`src/rtl/sxc_pkg.sv`:
```
// Shared types for the synchronous parity transceiver.
package sxc_pkg;
    // Link sequencer states; ordering is not relied on anywhere.
    typedef enum logic [2:0] {
        ST_OFF,
        ST_GUARD,
        ST_BRK1,
        ST_BRK2,
        ST_IDLE,
        ST_TURN,
        ST_TX,
        ST_RX
    } link_state_t;
endpackage

```
`src/rtl/sxc_clkgen.sv`:
```
// Link clock generator.
// Divides the system clock so that the link clock toggles once every
// CLK_DIV system cycles while run is high. It emits one-cycle rise/fall
// event strobes in the cycle whose edge makes the pin change.
// Assumes CLK_DIV >= 2. While run is low the pin is held at 0.
module sxc_clkgen #(
    parameter int CLK_DIV = 100
) (
    input  logic clk,
    input  logic rst_n,
    input  logic run,
    output logic lclk,
    output logic rise_evt,
    output logic fall_evt
);
    localparam int CW = $clog2(CLK_DIV);

    logic [CW-1:0] div_q;
    logic          term;

    // Terminal count of the divider marks a pin toggle at the next edge.
    always_comb begin
        term     = run && (div_q == CW'(CLK_DIV - 1));
        rise_evt = term && !lclk;
        fall_evt = term && lclk;
    end

    // Divider counter and pin toggle register.
    always_ff @(posedge clk) begin
        if (!rst_n || !run) begin
            div_q <= '0;
            lclk  <= 1'b0;
        end else if (term) begin
            div_q <= '0;
            lclk  <= ~lclk;
        end else begin
            div_q <= div_q + 1'b1;
        end
    end
endmodule

```
`src/rtl/sxc_shift.sv`:
```
// Frame shift engine.
// Transmit: on tx_load takes a FRAME_BITS word and, at each link clock fall,
// puts the next bit (LSB first) on the data output. It runs FRAME_BITS+1 falls
// so the last stop bit gets a full period; after that the line idles high.
// Receive: on rx_arm it waits for a sampled 0 at a rising event, then collects
// the rest of the frame and pulses rx_done for one cycle.
// line_lo/line_hi force the data output register (line_lo wins).
module sxc_shift #(
    parameter int FRAME_BITS = 12
) (
    input  logic                  clk,
    input  logic                  rst_n,
    input  logic                  rise_evt,
    input  logic                  fall_evt,
    input  logic                  tx_load,
    input  logic [FRAME_BITS-1:0] tx_word,
    input  logic                  rx_arm,
    input  logic                  line_hi,
    input  logic                  line_lo,
    input  logic                  dat_i,
    output logic                  dat_o,
    output logic                  tx_busy,
    output logic                  rx_busy,
    output logic [FRAME_BITS-1:0] rx_word,
    output logic                  rx_done
);
    localparam int TCW = $clog2(FRAME_BITS + 2);
    localparam int RCW = $clog2(FRAME_BITS + 1);

    logic [FRAME_BITS-1:0] tx_sh;
    logic [TCW-1:0]        tx_cnt;
    logic [RCW-1:0]        rx_cnt;
    logic                  rx_wait;

    // Busy flags derived from the bit counters.
    always_comb begin
        tx_busy = (tx_cnt != '0);
        rx_busy = rx_wait || (rx_cnt != '0);
    end

    // Transmit shift register, bit counter and data output register.
    always_ff @(posedge clk) begin
        if (!rst_n) begin
            tx_sh  <= '1;
            tx_cnt <= '0;
            dat_o  <= 1'b0;
        end else begin
            if (tx_load) begin
                tx_sh  <= tx_word;
                tx_cnt <= TCW'(FRAME_BITS + 1);
            end else if (fall_evt && tx_busy) begin
                tx_sh  <= {1'b1, tx_sh[FRAME_BITS-1:1]};
                tx_cnt <= tx_cnt - 1'b1;
            end
            if (line_lo) begin
                dat_o <= 1'b0;
            end else if (line_hi) begin
                dat_o <= 1'b1;
            end else if (!tx_load && fall_evt && tx_busy) begin
                dat_o <= tx_sh[0];
            end
        end
    end

    // Receive start detection, shift register and completion strobe.
    always_ff @(posedge clk) begin
        if (!rst_n) begin
            rx_wait <= 1'b0;
            rx_cnt  <= '0;
            rx_word <= '0;
            rx_done <= 1'b0;
        end else begin
            rx_done <= 1'b0;
            if (rx_arm) begin
                rx_wait <= 1'b1;
                rx_cnt  <= '0;
            end else if (rise_evt) begin
                if (rx_wait && !dat_i) begin
                    rx_wait <= 1'b0;
                    rx_cnt  <= RCW'(FRAME_BITS - 1);
                    rx_word <= {dat_i, rx_word[FRAME_BITS-1:1]};
                end else if (rx_cnt != '0) begin
                    rx_word <= {dat_i, rx_word[FRAME_BITS-1:1]};
                    rx_cnt  <= rx_cnt - 1'b1;
                    if (rx_cnt == RCW'(1)) begin
                        rx_done <= 1'b1;
                    end
                end
            end
        end
    end
endmodule

```
`src/rtl/sxc_ctrl.sv`:
```
// Link sequencer.
// Runs the enable sequence (guard time with data high, clock start, two idle
// frames), accepts send/break/receive/disable requests only when idle, and
// handles the data line direction changes. Request priority when several are
// raised together: disable, break, send, receive.
// Strobes to the shift engine are combinational from state and requests.
module sxc_ctrl #(
    parameter int DATA_W       = 8,
    parameter int GUARD_CYCLES = 20,
    parameter int FRAME_BITS   = DATA_W + 4
) (
    input  logic                  clk,
    input  logic                  rst_n,
    input  logic                  en_req,
    input  logic                  dis_req,
    input  logic                  brk_req,
    input  logic                  tx_valid,
    input  logic [DATA_W-1:0]     tx_data,
    input  logic                  rx_req,
    input  logic                  tx_busy,
    input  logic                  rx_busy,
    output logic                  tx_ready,
    output logic                  link_up,
    output logic                  clk_run,
    output logic                  clk_oe,
    output logic                  dat_oe,
    output logic                  tx_load,
    output logic [FRAME_BITS-1:0] tx_word,
    output logic                  rx_arm,
    output logic                  line_hi,
    output logic                  line_lo
);
    import sxc_pkg::*;

    localparam int GW = $clog2(GUARD_CYCLES + 1);
    localparam logic [FRAME_BITS-1:0] IDLE_WORD = {FRAME_BITS{1'b1}};

    link_state_t           state;
    logic                  dir_rx;
    logic [GW-1:0]         gcnt;
    logic [FRAME_BITS-1:0] pend_q;
    logic                  idle, dis_take, brk_take, txd_take, rx_take, snd_take;
    logic                  guard_end, brk1_end;
    logic [FRAME_BITS-1:0] new_word;

    // Request arbitration and shift engine strobes.
    always_comb begin
        idle      = (state == ST_IDLE);
        dis_take  = idle && dis_req;
        brk_take  = idle && !dis_req && brk_req;
        txd_take  = idle && !dis_req && !brk_req && tx_valid;
        rx_take   = idle && !dis_req && !brk_req && !tx_valid && rx_req;
        snd_take  = brk_take || txd_take;
        new_word  = brk_take ? IDLE_WORD : {2'b11, ^tx_data, tx_data, 1'b0};
        guard_end = (state == ST_GUARD) && (gcnt == GW'(GUARD_CYCLES - 1));
        brk1_end  = (state == ST_BRK1) && !tx_busy;
        tx_load   = guard_end || brk1_end || (snd_take && !dir_rx) || (state == ST_TURN);
        if (guard_end || brk1_end) begin
            tx_word = IDLE_WORD;
        end else if (state == ST_TURN) begin
            tx_word = pend_q;
        end else begin
            tx_word = new_word;
        end
        rx_arm   = rx_take;
        line_hi  = ((state == ST_OFF) && en_req) || (snd_take && dir_rx);
        line_lo  = dis_take || (rx_take && !dir_rx);
        clk_run  = (state != ST_OFF) && (state != ST_GUARD) && !dis_take;
        tx_ready = idle;
        link_up  = (state == ST_IDLE) || (state == ST_TURN) || (state == ST_TX) || (state == ST_RX);
    end

    // Sequencer state, driver enables, direction and guard counter.
    always_ff @(posedge clk) begin
        if (!rst_n) begin
            state  <= ST_OFF;
            dir_rx <= 1'b0;
            clk_oe <= 1'b0;
            dat_oe <= 1'b0;
            gcnt   <= '0;
            pend_q <= IDLE_WORD;
        end else begin
            case (state)
                ST_OFF: begin
                    if (en_req) begin
                        state  <= ST_GUARD;
                        clk_oe <= 1'b1;
                        dat_oe <= 1'b1;
                        dir_rx <= 1'b0;
                        gcnt   <= '0;
                    end
                end
                ST_GUARD: begin
                    gcnt <= gcnt + 1'b1;
                    if (guard_end) begin
                        state <= ST_BRK1;
                    end
                end
                ST_BRK1: begin
                    if (!tx_busy) begin
                        state <= ST_BRK2;
                    end
                end
                ST_BRK2: begin
                    if (!tx_busy) begin
                        state <= ST_IDLE;
                    end
                end
                ST_IDLE: begin
                    if (dis_take) begin
                        state  <= ST_OFF;
                        clk_oe <= 1'b0;
                        dat_oe <= 1'b0;
                    end else if (snd_take) begin
                        if (dir_rx) begin
                            pend_q <= new_word;
                            state  <= ST_TURN;
                        end else begin
                            state <= ST_TX;
                        end
                    end else if (rx_take) begin
                        dat_oe <= 1'b0;
                        dir_rx <= 1'b1;
                        state  <= ST_RX;
                    end
                end
                ST_TURN: begin
                    dat_oe <= 1'b1;
                    dir_rx <= 1'b0;
                    state  <= ST_TX;
                end
                ST_TX: begin
                    if (!tx_busy) begin
                        state <= ST_IDLE;
                    end
                end
                ST_RX: begin
                    if (!rx_busy) begin
                        state <= ST_IDLE;
                    end
                end
                default: state <= ST_OFF;
            endcase
        end
    end
endmodule

```
`src/rtl/sync_parity_xcvr.sv`:
```
// Synchronous half-duplex parity serial transceiver, master side.
// Generates the link clock, frames bytes as start/8 data/even parity/2 stop,
// sends them on link clock falls, and samples received frames on link clock
// rises. Assumes the far end drives the data wire only while lnk_dat_oe is low,
// and that CLK_DIV >= 2 and GUARD_CYCLES >= 1.
module sync_parity_xcvr #(
    parameter int CLK_DIV      = 100,
    parameter int GUARD_CYCLES = 20,
    parameter int DATA_W       = 8
) (
    input  logic              clk,
    input  logic              rst_n,
    input  logic              en_req,
    input  logic              dis_req,
    input  logic              brk_req,
    input  logic              tx_valid,
    input  logic [DATA_W-1:0] tx_data,
    output logic              tx_ready,
    input  logic              rx_req,
    output logic [DATA_W-1:0] rx_data,
    output logic              rx_valid,
    output logic              rx_err,
    output logic              link_up,
    output logic              lnk_clk_o,
    output logic              lnk_clk_oe,
    output logic              lnk_dat_o,
    output logic              lnk_dat_oe,
    input  logic              lnk_dat_i
);
    localparam int FRAME_BITS = DATA_W + 4;

    logic                  clk_run, rise_evt, fall_evt;
    logic                  tx_load, rx_arm, line_hi, line_lo;
    logic                  tx_busy, rx_busy, rx_done;
    logic [FRAME_BITS-1:0] tx_word, rx_word;

    sxc_ctrl #(
        .DATA_W      (DATA_W),
        .GUARD_CYCLES(GUARD_CYCLES),
        .FRAME_BITS  (FRAME_BITS)
    ) u_ctrl (
        .clk     (clk),
        .rst_n   (rst_n),
        .en_req  (en_req),
        .dis_req (dis_req),
        .brk_req (brk_req),
        .tx_valid(tx_valid),
        .tx_data (tx_data),
        .rx_req  (rx_req),
        .tx_busy (tx_busy),
        .rx_busy (rx_busy),
        .tx_ready(tx_ready),
        .link_up (link_up),
        .clk_run (clk_run),
        .clk_oe  (lnk_clk_oe),
        .dat_oe  (lnk_dat_oe),
        .tx_load (tx_load),
        .tx_word (tx_word),
        .rx_arm  (rx_arm),
        .line_hi (line_hi),
        .line_lo (line_lo)
    );

    sxc_clkgen #(
        .CLK_DIV(CLK_DIV)
    ) u_clkgen (
        .clk     (clk),
        .rst_n   (rst_n),
        .run     (clk_run),
        .lclk    (lnk_clk_o),
        .rise_evt(rise_evt),
        .fall_evt(fall_evt)
    );

    sxc_shift #(
        .FRAME_BITS(FRAME_BITS)
    ) u_shift (
        .clk     (clk),
        .rst_n   (rst_n),
        .rise_evt(rise_evt),
        .fall_evt(fall_evt),
        .tx_load (tx_load),
        .tx_word (tx_word),
        .rx_arm  (rx_arm),
        .line_hi (line_hi),
        .line_lo (line_lo),
        .dat_i   (lnk_dat_i),
        .dat_o   (lnk_dat_o),
        .tx_busy (tx_busy),
        .rx_busy (rx_busy),
        .rx_word (rx_word),
        .rx_done (rx_done)
    );

    // Receive result: data field, strobe, and parity/stop bit check.
    always_comb begin
        rx_data  = rx_word[DATA_W:1];
        rx_valid = rx_done;
        rx_err   = rx_done &&
                   (((^rx_word[DATA_W:1]) != rx_word[DATA_W+1]) ||
                    (rx_word[FRAME_BITS-1:FRAME_BITS-2] != 2'b11));
    end
endmodule

```
`config.mk`:
```
export PLATFORM = sky130hd
export DESIGN_NAME = sync_parity_xcvr
export DESIGN_NICKNAME = d
export VERILOG_FILES = /design/src/rtl/sxc_pkg.sv /design/src/rtl/sxc_clkgen.sv /design/src/rtl/sxc_shift.sv /design/src/rtl/sxc_ctrl.sv /design/src/rtl/sync_parity_xcvr.sv
export SDC_FILE = /design/constraint.sdc
export NUM_CORES = 1
export LEC_CHECK = 0
export BUFFER_PORTS_ARGS = -buffer_cell sky130_fd_sc_hd__buf_4
export CAP_MARGIN = 20
export CORE_UTILIZATION = 61
export CTS_CLUSTER_SIZE = 16
export DETAILED_ROUTE_END_ITERATION = 12
export GPL_ROUTABILITY_DRIVEN = 0
export PLACE_DENSITY = 0.82
export SLEW_MARGIN = 0
export SYNTH_ARGS = -nofsm -noshare
export SYNTH_HDL_FRONTEND = slang
export SYNTH_HIERARCHICAL = 1
export SYNTH_SLANG_ARGS = --single-unit
```
`constraint.sdc`:
```
create_clock -name clk -period 7.8 [get_ports clk]
set_input_delay 1.17 -clock clk [delete_from_list [all_inputs] [get_ports clk]]
set_output_delay 1.17 -clock clk [all_outputs]
set_load 0.01 [all_outputs]
```
==> summary.md <==
| Metric | Value |
|---|---|
| Outcome | `complete, no violations` |
| Nets | `454` |
| Total power | `0.9721 mW` |
| Hold/Removal Path Class | `reg -> reg` |
| Die X | `76.39 um` |
| Row count | `26` |
| Initial core utilization | `64.86%` |
| Routed WL | `6611 um` |
| Worst-path clk slew | `70 ps` |
| Layout cells sized above 1 | `17.35%` |
| Routed length per instance | `13.01 um` |
| Setup bufs post-CTS | `0` |
| CP delay by family, top | `simple AND/OR/NAND/NOR gates` |
| Nature of the critical path startpoint | `primary input` |
| Max-Cap Viols | `0` |
| TritonCTS clock tree | `yes` |
| Yosys Warn Count | `6` |
| Leakage power | `1.461 nW` |
| Syn Area/Cell | `8.134 um2` |
| Vert. Die Dim | `76.39 um` |
| Vias per inst | `5.648` |
| Initial drt markers | `106` |
| Worst path max stage delay | `550 ps` |
| Slew HR | `51.22%` |
| Final hold viol count | `0` |
| Post-route ant nets | `0` |
| First-pass GRT wire length | `11,040 um` |
| RSZ-0062 raised after global routing | `false` |
| Cts bufs inserted | `9` |
| Pre-antenna DRT Iters | `5` |
| Post-route setup TNS | `0 ps` |
| Tot GR Track Use | `23.18%` |
| Placed cell area | `0.003561 mm2` |
| Ports | `32` |
| Maximum clock insertion buffer count | `2` |
| Critical path cell sequence | `buf_4 > nor2b_1 > o21ai_0 > or4b_4 > or3_1 > inv_1 > or2b_1 > a21oi_2 > mux2i_1 > nor2_1` |
| DR vias | `2,869` |
| Critical path class | `in -> reg` |
| Quantity of gates resized following cts | `0` |
| Diode count | `0` |
| Synthesized instance count | `415` |
| Largest net degree at the start of global routing | `60` |
| CP required | `8030 ps` |
| DRC errors left | `0` |
| Worst path bufs/invs | `2` |
| Register-to-register setup slack | `4440 ps` |
| PortBufs | `31` |
| Final period utilization | `46.50%` |
| Area added between synthesis and finish | `12.42%` |
| Overflow after GRT | `0` |
| Post-layout instance area | `0.003795 mm2` |
| Pins Over Slew Limit | `0` |
| Core area | `0.005205 mm2` |
| Worst skew pair latency | `340 ps` |
| Post-DP HPWL | `4482 um` |
| Worst Clk Skew | `8.500 ps` |
| Peak Freq | `275.7 MHz` |
| Power Density | `256.2 mW/mm2` |
| Arrival time worst endpoint | `3850 ps` |
| Root Driver | `clkbuf_8` |
| Setup violators final | `0` |
| Vias in the first global route | `2,576` |
| Worst Max-Slew Pin Slew | `731.7 ps` |
| Final worst path period need | `3627 ps` |
| CTS H-tree depth | `3` |
| Critical-path top delay cell | `a21oi_2` |
| Netlist Area Pre-Place | `0.003376 mm2` |
| Die Area | `0.005835 mm2` |
| Peak supply drop | `0.0002055 V` |
| Hold Buf Count CTS | `0` |
| Initial antenna violation count | `0` |
| CTS Sinks | `63` |
| CP Max Fanout | `21` |
| Setup crit end kind | `flop` |
-- report_power, final --
group	internal (mW)	switching [mW]	leakage (nW)
registers	0.355	0.0408	0.511
clock network	0.189	0.124	0.110
logic	0.123	0.140	0.841
-- layout make-up --
| class | instances | area, um2 |
|---|---|---|
| tap | 70 | 87.58 |
| multi-input combinational | 311 | 1912 |
| clock inverter | 5 | 81.33 |
| fill | 424 | 1410 |
| clock buffer | 11 | 141.4 |
| timing repair buffer | 34 | 259.0 |
| inverter | 14 | 52.55 |
| sequential | 63 | 1261 |
-- worst paths after layout --
check                              to              start  cells past startpoint
hold / removal      u_clkgen/div_q[0]  u_clkgen/div_q[0]                      1
hold reg to reg     u_clkgen/div_q[0]  u_clkgen/div_q[0]                      1
setup reg to reg  u_shift/rx_word[11]    u_ctrl/state[0]                      9
setup / recovery  u_shift/rx_word[11]            dis_req                     10
-- layer usage --
layer | up-vias | share of wire (%) | wire length [um] | track usage, %
met4 | 0 | 1.1 | 73 | 7.115
met5 | - | 0 | 0 | 0
li1 | 1491 | - | - | -
met2 | 44 | 46 | 3016 | 38.29
met1 | 1328 | 50 | 3290 | 29.66
met3 | 6 | 3.5 | 232 | 5.868
-- cells in the final DEF, fill, tap and decap left out, drive strengths merged, types with 5 or more instances in the layout --
master,instances
dfxtp,63
and2,5
nand2,40
buf,34
clkbuf,11
inv,14
xnor2,13
a31o,12
a21oi,22
o211ai,9
nand2b,5
nor3,15
nor2b,18
nand3,20
nor3b,7
nor2,40
a31oi,6
ha,5
o21ai,40
-- stage by stage --
stage	setup slack (ps)	utilization [%]	std cells	hold slack, ps
after floorplan	4389	-	416	429.9
after global placement	3938	68.41	491	440.0
after detailed placement	3836	68.41	491	459.5
after CTS	4183	72.69	507	476.8
after global routing	3947	72.91	508	517.8
final	4173	72.91	508	475.5
-- state kept, by name, indices dropped and copies added, names as in the netlist, 3 cells and up --
name and cells:
u_ctrl/state 3, u_ctrl/gcnt 5, u_clkgen/div_q 7, u_shift/rx_cnt 4
u_shift/rx_word 11, u_shift/tx_cnt 4, u_shift/tx_sh 12, u_ctrl/pend_q 10
-- worst register-to-register path: cells and delay by family (launching register included) --
kind	cells	cell delay, ps
compound gates	2	790
flops	1	740
simple gates	5	1300
buf+inv	1	150
mux	1	270
Note: power is estimated with default switching activity, not from simulation.
